File: src/rtl/pixwin_pkg.sv
package pixwin_pkg;

    localparam logic [7:0] OP_COLSET = 8'h2A;
    localparam logic [7:0] OP_ROWSET = 8'h2B;
    localparam logic [7:0] OP_MEMWR  = 8'h2C;

    typedef enum logic [1:0] {
        CMD_NONE = 2'd0,
        CMD_COL  = 2'd1,
        CMD_ROW  = 2'd2,
        CMD_MEMW = 2'd3
    } cmd_e;

    typedef struct packed {
        cmd_e        cmd;
        logic [2:0]  idx;
        logic [23:0] shadow;
        logic [7:0]  hi;
        logic        half;
    } prs_t;

endpackage

File: src/rtl/pixwin_parser.sv
module pixwin_parser
    import pixwin_pkg::*;
(
    input  logic        clk,
    input  logic        rst_n,
    input  logic        cs_n,
    input  logic        is_data,
    input  logic        byte_valid,
    input  logic [7:0]  byte_data,
    output logic        bnd_load,
    output logic        bnd_row,
    output logic [15:0] bnd_start,
    output logic [15:0] bnd_end,
    output logic        memw_go,
    output logic        pix_go,
    output logic [15:0] pix_color
);

    prs_t st_d, st_q;

    always_comb begin
        st_d      = st_q;
        bnd_load  = 1'b0;
        bnd_row   = (st_q.cmd == CMD_ROW);
        bnd_start = st_q.shadow[23:8];
        bnd_end   = {st_q.shadow[7:0], byte_data};
        memw_go   = 1'b0;
        pix_go    = 1'b0;
        pix_color = {st_q.hi, byte_data};

        if (cs_n) begin
            st_d.cmd  = CMD_NONE;
            st_d.idx  = '0;
            st_d.half = 1'b0;
        end else if (byte_valid) begin
            if (!is_data) begin
                st_d.idx  = '0;
                st_d.half = 1'b0;
                case (byte_data)
                    OP_COLSET: st_d.cmd = CMD_COL;
                    OP_ROWSET: st_d.cmd = CMD_ROW;
                    OP_MEMWR: begin
                        st_d.cmd = CMD_MEMW;
                        memw_go  = 1'b1;
                    end
                    default:   st_d.cmd = CMD_NONE;
                endcase
            end else begin
                case (st_q.cmd)
                    CMD_COL, CMD_ROW: begin
                        case (st_q.idx)
                            3'd0: st_d.shadow[23:16] = byte_data;
                            3'd1: st_d.shadow[15:8]  = byte_data;
                            3'd2: st_d.shadow[7:0]   = byte_data;
                            3'd3: bnd_load           = 1'b1;
                            default: ;
                        endcase
                        if (st_q.idx < 3'd4) begin
                            st_d.idx = st_q.idx + 3'd1;
                        end
                    end
                    CMD_MEMW: begin
                        if (!st_q.half) begin
                            st_d.hi   = byte_data;
                            st_d.half = 1'b1;
                        end else begin
                            pix_go    = 1'b1;
                            st_d.half = 1'b0;
                        end
                    end
                    default: ;
                endcase
            end
        end
    end

    always_ff @(posedge clk or negedge rst_n) begin
        if (!rst_n) begin
            st_q <= '{cmd: CMD_NONE, idx: '0, shadow: '0, hi: '0, half: 1'b0};
        end else begin
            st_q <= st_d;
        end
    end

endmodule

File: src/rtl/pixwin_bounds.sv
module pixwin_bounds #(
    parameter int H_PIX = 320,
    parameter int V_PIX = 240,
    localparam int XW = $clog2(H_PIX),
    localparam int YW = $clog2(V_PIX)
) (
    input  logic          clk,
    input  logic          rst_n,
    input  logic          bnd_load,
    input  logic          bnd_row,
    input  logic [15:0]   bnd_start,
    input  logic [15:0]   bnd_end,
    output logic [XW-1:0] col_lo,
    output logic [XW-1:0] col_hi,
    output logic [YW-1:0] row_lo,
    output logic [YW-1:0] row_hi
);

    localparam logic [15:0] XMAX = 16'(H_PIX - 1);
    localparam logic [15:0] YMAX = 16'(V_PIX - 1);

    typedef struct packed {
        logic [XW-1:0] xs;
        logic [XW-1:0] xe;
        logic [YW-1:0] ys;
        logic [YW-1:0] ye;
    } win_t;

    win_t w_d, w_q;

    function automatic logic [XW-1:0] sat_x(input logic [15:0] v);
        logic [15:0] c;
        c = (v > XMAX) ? XMAX : v;
        return c[XW-1:0];
    endfunction

    function automatic logic [YW-1:0] sat_y(input logic [15:0] v);
        logic [15:0] c;
        c = (v > YMAX) ? YMAX : v;
        return c[YW-1:0];
    endfunction

    always_comb begin
        w_d = w_q;
        if (bnd_load) begin
            if (bnd_row) begin
                w_d.ys = sat_y(bnd_start);
                w_d.ye = sat_y(bnd_end);
            end else begin
                w_d.xs = sat_x(bnd_start);
                w_d.xe = sat_x(bnd_end);
            end
        end
    end

    always_ff @(posedge clk or negedge rst_n) begin
        if (!rst_n) begin
            w_q <= '{xs: '0, xe: XMAX[XW-1:0], ys: '0, ye: YMAX[YW-1:0]};
        end else begin
            w_q <= w_d;
        end
    end

    assign col_lo = w_q.xs;
    assign col_hi = w_q.xe;
    assign row_lo = w_q.ys;
    assign row_hi = w_q.ye;

endmodule

File: src/rtl/pixwin_cursor.sv
module pixwin_cursor #(
    parameter int H_PIX = 320,
    parameter int V_PIX = 240,
    localparam int XW = $clog2(H_PIX),
    localparam int YW = $clog2(V_PIX)
) (
    input  logic          clk,
    input  logic          rst_n,
    input  logic          memw_go,
    input  logic          pix_go,
    input  logic [15:0]   pix_color,
    input  logic [XW-1:0] col_lo,
    input  logic [XW-1:0] col_hi,
    input  logic [YW-1:0] row_lo,
    input  logic [YW-1:0] row_hi,
    output logic          px_we,
    output logic [XW-1:0] px_x,
    output logic [YW-1:0] px_y,
    output logic [15:0]   px_color
);

    localparam logic [XW-1:0] XLAST = XW'(H_PIX - 1);
    localparam logic [YW-1:0] YLAST = YW'(V_PIX - 1);

    typedef struct packed {
        logic [XW-1:0] x;
        logic [YW-1:0] y;
        logic          we;
        logic [XW-1:0] ox;
        logic [YW-1:0] oy;
        logic [15:0]   oc;
    } cur_t;

    cur_t c_d, c_q;
    logic col_wrap, row_wrap;

    always_comb begin
        c_d      = c_q;
        c_d.we   = 1'b0;
        col_wrap = (c_q.x >= col_hi) || (c_q.x == XLAST);
        row_wrap = (c_q.y >= row_hi) || (c_q.y == YLAST);

        if (memw_go) begin
            c_d.x = col_lo;
            c_d.y = row_lo;
        end else if (pix_go) begin
            c_d.we = 1'b1;
            c_d.ox = c_q.x;
            c_d.oy = c_q.y;
            c_d.oc = pix_color;
            if (col_wrap) begin
                c_d.x = col_lo;
                c_d.y = row_wrap ? row_lo : c_q.y + YW'(1);
            end else begin
                c_d.x = c_q.x + XW'(1);
            end
        end
    end

    always_ff @(posedge clk or negedge rst_n) begin
        if (!rst_n) begin
            c_q <= '0;
        end else begin
            c_q <= c_d;
        end
    end

    assign px_we    = c_q.we;
    assign px_x     = c_q.ox;
    assign px_y     = c_q.oy;
    assign px_color = c_q.oc;

endmodule

File: src/rtl/pixwin_top.sv
module pixwin_top #(
    parameter int H_PIX = 320,
    parameter int V_PIX = 240,
    localparam int XW = $clog2(H_PIX),
    localparam int YW = $clog2(V_PIX)
) (
    input  logic          clk,
    input  logic          rst_n,
    input  logic          cs_n,
    input  logic          is_data,
    input  logic          byte_valid,
    input  logic [7:0]    byte_data,
    output logic          px_we,
    output logic [XW-1:0] px_x,
    output logic [YW-1:0] px_y,
    output logic [15:0]   px_color
);

    logic          bnd_load, bnd_row, memw_go, pix_go;
    logic [15:0]   bnd_start, bnd_end, pix_color;
    logic [XW-1:0] col_lo, col_hi;
    logic [YW-1:0] row_lo, row_hi;

    pixwin_parser u_parser (
        .clk        (clk),
        .rst_n      (rst_n),
        .cs_n       (cs_n),
        .is_data    (is_data),
        .byte_valid (byte_valid),
        .byte_data  (byte_data),
        .bnd_load   (bnd_load),
        .bnd_row    (bnd_row),
        .bnd_start  (bnd_start),
        .bnd_end    (bnd_end),
        .memw_go    (memw_go),
        .pix_go     (pix_go),
        .pix_color  (pix_color)
    );

    pixwin_bounds #(.H_PIX(H_PIX), .V_PIX(V_PIX)) u_bounds (
        .clk       (clk),
        .rst_n     (rst_n),
        .bnd_load  (bnd_load),
        .bnd_row   (bnd_row),
        .bnd_start (bnd_start),
        .bnd_end   (bnd_end),
        .col_lo    (col_lo),
        .col_hi    (col_hi),
        .row_lo    (row_lo),
        .row_hi    (row_hi)
    );

    pixwin_cursor #(.H_PIX(H_PIX), .V_PIX(V_PIX)) u_cursor (
        .clk       (clk),
        .rst_n     (rst_n),
        .memw_go   (memw_go),
        .pix_go    (pix_go),
        .pix_color (pix_color),
        .col_lo    (col_lo),
        .col_hi    (col_hi),
        .row_lo    (row_lo),
        .row_hi    (row_hi),
        .px_we     (px_we),
        .px_x      (px_x),
        .px_y      (px_y),
        .px_color  (px_color)
    );

endmodule

File: config.mk
export PLATFORM = sky130hd
export DESIGN_NAME = pixwin_top
export DESIGN_NICKNAME = d
export VERILOG_FILES = /design/src/rtl/pixwin_pkg.sv /design/src/rtl/pixwin_parser.sv /design/src/rtl/pixwin_bounds.sv /design/src/rtl/pixwin_cursor.sv /design/src/rtl/pixwin_top.sv
export SDC_FILE = /design/constraint.sdc
export NUM_CORES = 1
export LEC_CHECK = 0
export BUFFER_PORTS_ARGS = -buffer_cell sky130_fd_sc_hd__buf_2
export CORE_ASPECT_RATIO = 1.2
export CORE_MARGIN = 1
export CORE_UTILIZATION = 49
export DETAILED_ROUTE_END_ITERATION = 8
export PLACE_DENSITY = 0.67
export RECOVER_POWER = 50
export SLEW_MARGIN = 20
export SYNTH_ARGS = -nofsm -noshare
export SYNTH_HDL_FRONTEND = slang
export SYNTH_SLANG_ARGS = --single-unit
File: constraint.sdc
create_clock -name clk -period 2.77 [get_ports clk]
set_input_delay 0.1385 -clock clk [delete_from_list [all_inputs] [get_ports clk]]
set_output_delay 0.1385 -clock clk [all_outputs]
set_load 0.05 [all_outputs]
Word-level counts from Yosys, hierarchy flattened. Index checks and enable logic that the tools add are counted.

Bitwise gates (word level): 4. Div/mod/pow operators: 0. $mul: 0. Equality and inequality tests: 15. Reduce and logical (&&, ||, !) cells: 18. Shift-type cells: 0. Order comparisons: 7. Muxes and demuxes: 40. Add/sub/neg operators: 3.

Operator list (number): 8-bit two-way mux (8); 51-bit two-way mux (1); 38-bit two-way mux (1); 9-bit two-way mux (4); 34-bit two-way mux (1); 16-bit by 8-bit greater-than comparator with 1-bit output, second input constant (2); 16-bit by 9-bit greater-than comparator with 1-bit output, second input constant (2); 32-bit two-way mux (1); 27-bit two-way mux (1); 8-bit by 6-bit == test with 1-bit output, second input constant (3); 5-bit AND reduction (4); 1-bit two-way mux (17); 17-bit two-way mux (1); 2-bit AND reduction (6); 9-bit by 1-bit adder with 9-bit output, second input constant (1); 9-bit == test, second input constant (1); 9-bit >= comparator (1); 3-bit by 2-bit != test with 1-bit output, second input constant (3); 8-bit by 1-bit adder with 8-bit output, second input constant (1); 8-bit == test, second input constant (1); 8-bit >= comparator (1); 3-bit by 2-bit == test with 1-bit output, second input constant (2); 3-bit two-way mux (2); 2-bit case mux with 3 select lines (1); other kinds (14) (21).

Bits in registers: 123. ROM bits: 0. Bits in writable memories: 0. Bits of input ports: 13. Latch bits: 0. Memories kept: 0.

Logic depth before layout (Yosys ltp).
Depth after elaboration: 7. Mapped depth: 9.

Cells and area by module. Synthesis repeated with hierarchy kept, for this count alone.

Cell total of the unflattened synthesis: 683. Area total of the unflattened synthesis: 6701.4 um^2.

By module, submodules not included: pixwin_cursor (seq. area each 1276.2 um^2, times used 1, cells each 360, area each 3120.5 um^2); pixwin_parser (seq. area each 950.9 um^2, times used 1, cells each 173, area each 2082.0 um^2); pixwin_bounds (seq. area each 868.3 um^2, times used 1, cells each 150, area each 1498.9 um^2).

Worst setup path before layout. No wires, ideal clock.

Kind: reg2reg. Start point: register u_bounds.w_q, in the netlist u_bounds.row_hi[1]. End point: register u_cursor.c_q[37] (netlist name). Stages on the path, launching flop included: 9. Setup slack: 415 ps. Data arrival time: 2230 ps. Required time: 2644 ps. Library setup time: 126 ps. Clock period less this slack: 2355 ps. Path through: dfstp_2 inv_1 ha_1 o211ai_1 a21oi_1 o41ai_1 or2b_1 a31o_4 a221o_1.

Word-level cells in the longest chain between the ends: 6.

RTL lines: from (decl) (RTL line pixwin_bounds.sv:29) `win_t w_d, w_q;`; from (signal assigned) (RTL line pixwin_bounds.sv:58) `w_q <= '{xs: '0, xe: XMAX[XW-1:0], ys: '0, ye: YMAX[YW-1:0]};`; from (signal assigned) (RTL line pixwin_bounds.sv:60) `w_q <= w_d;`; 8-bit >= comparator (RTL line pixwin_cursor.sv:41) `row_wrap = (c_q.y >= row_hi) || (c_q.y == YLAST);`; 1-bit logical OR (RTL line pixwin_cursor.sv:41); 8-bit two-way mux (RTL line pixwin_cursor.sv:53) `c_d.y = row_wrap ? row_lo : c_q.y + YW'(1);`; 8-bit two-way mux (RTL line pixwin_cursor.sv:51) `if (col_wrap) begin`; 51-bit two-way mux (RTL line pixwin_cursor.sv:46) `end else if (pix_go) begin`; 17-bit two-way mux (RTL line pixwin_cursor.sv:43) `if (memw_go) begin`; to (signal assigned) (RTL line pixwin_cursor.sv:62) `c_q <= '0;`; to (signal assigned) (RTL line pixwin_cursor.sv:64) `c_q <= c_d;`; to (decl) (RTL line pixwin_cursor.sv:34) `cur_t c_d, c_q;`.

Every way passes these cells. The select of a mux whose other input is x is not followed. A chain may end at the register's enable or synchronous reset.

Worst setup path after layout.
Start point: register u_bounds.w_q, in the netlist u_bounds.col_hi[4]. End point: register u_cursor.c_q[45] (netlist name).

Word-level cells in the longest chain between the ends: 5.

RTL lines: 9-bit >= comparator (RTL line pixwin_cursor.sv:40) `col_wrap = (c_q.x >= col_hi) || (c_q.x == XLAST);`; 1-bit logical OR (RTL line pixwin_cursor.sv:40); 9-bit two-way mux (RTL line pixwin_cursor.sv:51); 51-bit two-way mux (RTL line pixwin_cursor.sv:46); 17-bit two-way mux (RTL line pixwin_cursor.sv:43).

Every way passes these cells. The select of a mux whose other input is x is not followed.

==> results.py <==
metrics = {
    "sta": {
        "rsz0062_at_grt": "no",
        "setup_viol": 0,
        "setup-tns-final_ps": 0,
        "finClkSkew_ps": 7.32,
        "maxSlewViolCount": 0,
        "slew_headroom_pct": 5.91,
        "worst_pin_slew_ps": 1410,
        "post-route-period-util_pct": 92.4,
        "clock.fmax_ghz": 0.391,
        "hold_viol": 0,
        "period_needed_ps": 2560,
    },
    "setup_path": {
        "cp_data_required_time_ps": 3050,
        "path_class": "reg2reg",
        "startpoint_type": "register",
        "crit_arrival_ps": 2840,
        "end_kind": "register",
        "crit_fanout": 7,
    },
    "cts": {
        "path_clk_slew_ps": 60,
        "cts_tree": "yes",
        "cts_made_buffers": 17,
        "root_buffer": "clkbuf_16",
        "cts_htree_levels": 4,
        "cts_sinks": 123,
        "insertion_delay_ps": 420,
        "clk_path_buf_depth": 2,
    },
    "synth": {
        "synth_cell_types": 53,
        "syn_area_um2": 5930,
        "synth_ff_type": "dfrtp_1",
        "ys_seq_area_share_pct": 52.2,
        "synth_nets": 625,
        "synth_seq_cells": 123,
        "synth_cells": 586,
        "synth_warnings": 0,
        "synth_edf_count": 0,
        "postSynthAreaPerCell_um2": 10.1,
        "postSynth.asyncResetShare_pct": 100,
    },
    "route": {
        "drt-wirelength-per-cell_um": 17.4,
        "drt-initial-drc-count": 214,
        "drt_first_pass_iters": 5,
        "drt-total-wl_um": 13600,
        "ant_nets": 0,
        "remaining_drc_errors": 0,
        "vias_per_cell": 5.54,
        "vias": 4335,
    },
    "pwr": {
        "leakage_nw": 3.17,
        "ir_drop_mv": 0.321,
        "power_density_nw_per_um2": 615,
    },
    "die": {
        "core.rowCount": 43,
        "dieArea_um2": 12500,
        "die_width_um": 102,
        "io_pins": 47,
        "coreArea_um2": 11700,
        "chipHeight_um": 123,
        "initial_core_util_pct": 50.8,
    },
    "grt": {
        "grt_pass1_vias": 4183,
        "grt_pass1_wl_um": 21700,
        "track_usage_pct": 23.5,
        "grt_overflow": 0,
        "grt_max_degree": 58,
        "antenna_found_initial": 0,
    },
    "placement": {
        "io_buffers": 46,
        "gp_congestion": 0.899,
        "place_inst": 748,
        "dp_hpwl_um": 9330,
    },
    "layout": {
        "antenna_cells": 0,
        "fin_nets": 651,
        "drive_above_1_share_pct": 16.5,
        "layout.cells.most_common": "nand2_1",
        "final_cell_mix": "nand2_1 (122), dfrtp_1 (109), inv_1 (44)",
        "final_cells": 782,
        "area_delta_synth_final_pct": 12.6,
    },
    "run": {
        "cap_viol_max_count": 0,
    },
    "status": {
        "status": "finished, final reports clean",
    },
    "worst_hold_path": {
        "worstHoldPathType": "in2reg",
    },
}
## cell usage after synthesis (6+ instances only)
cell type  instances  area, um^2
a21oi_1           16        80.1
a221o_1            9        90.1
and3_1             6        37.5
buf_2              6        30.0
buf_4             34         255
clkbuf_1          14        52.6
dfrtp_1          109        2730
dfstp_2           14         368
ha_1              26         325
inv_1             44         165
mux2_2            23         259
nand2_1          122         458
nand3_1            8        40.0
nor2_1            20        75.1
nor4_1             9        56.3
o21ai_0           31         155
o221ai_1           6        52.6
o22a_1            23         201
o22ai_1            6        37.5
## worst max-delay path: stages, from the launching register on
cell	delay [ps]
dfstp_2	530
inv_1	40
ha_1	320
a21oi_1	150
a21o_1	140
o311ai_1	180
or2_4	300
a21oi_1	380
buf_4	250
o221ai_1	130
## final timing paths
kind,from,end,slack (ps),cells past startpoint
worst max-delay path,u_bounds.col_hi[4]$_DFFE_PN1P_,u_cursor.c_q[45]$_DFFE_PN0P_,210,9
worst min-delay path,byte_data[6],u_bounds.row_hi[6]$_DFFE_PN1P_,40,2
worst max register to register,u_bounds.col_hi[4]$_DFFE_PN1P_,u_cursor.c_q[45]$_DFFE_PN0P_,210,9
worst min register to register,u_parser.pix_color[13]$_DFFE_PN0P_,u_cursor.px_color[13]$_DFFE_PN0P_,470,2
max in group asynchronous,rst_n,u_cursor.px_color[12]$_DFFE_PN0P_,640,3
min in group asynchronous,rst_n,u_cursor.px_color[4]$_DFFE_PN0P_,580,2
## layout make-up
class	instances	area [um^2]
well taps	157	196
flip-flops and latches	123	3100
clock buffers	17	425
inverters	44	165
multi-input cells	363	2320
repair buffers	63	310
clock inverters	15	166
fillers	1013	5000
## flip-flops by register name, summed over array words and instances (netlist names), 9 cells and up
name and count:
u_cursor.px_color 16, u_cursor.c_q 17, u_bounds.col_lo 9, u_parser.bnd_start 16
u_bounds.col_hi 9, u_cursor.px_x 9
## cells by family (layout without fill, tap and decap cells)
logic type / count (synthesis) / count (layout) / synth area share, %
AO/OA/AOI/OAI: 117 / 117 / 13.9
XOR/XNOR: 2 / 2 / 0.295
adder cells (fa/ha/maj): 26 / 26 / 5.49
buffers and inverters: 100 / 139 / 8.74
flip-flops: 123 / 123 / 52.2
multiplexers: 23 / 23 / 4.37
AND/OR/NAND/NOR: 195 / 195 / 15.0
## layer usage
layer,vias up,wire length [um],GRT usage [%]
met5,-,0,0
met3,31,626,5.87
met2,130,6580,37.6
met1,2119,6000,30.3
met4,0,372,9.82
li1,2055,-,-
## what timing repair did
action,4_1_cts,5_1_grt
gates resized for setup,0,0
setup buffers,0,0
hold buffers,2,0
endpoints found under the hold margin,50,0
## metrics by stage
step / cell area, um^2 / total power [mW] / setup slack, ps / util, % / hold WS (ps)
floorplan: 5930 / 1.86 / 415 / - / -157
global placement: 6130 / 1.94 / 315 / 52.5 / 246
detailed placement: 6130 / 1.94 / 246 / 52.5 / 253
CTS: 6740 / 4.13 / 217 / 57.8 / 31.0
global route: 6680 / 4.23 / 68.5 / 57.2 / 29.3
finish: 6680 / 4.10 / 209 / 57.2 / 39.5
## power breakdown
group | internal, mW | leakage (nW) | total (mW) | switching, mW
clock | 1.34 | 0.280 | 2.20 | 0.865
combinational | 0.0199 | 1.26 | 0.0966 | 0.0767
sequential | 1.80 | 1.64 | 1.80 | 0.00339
total | 3.16 | 3.17 | 4.10 | 0.945
Note: power is estimated with default switching activity, not from simulation.
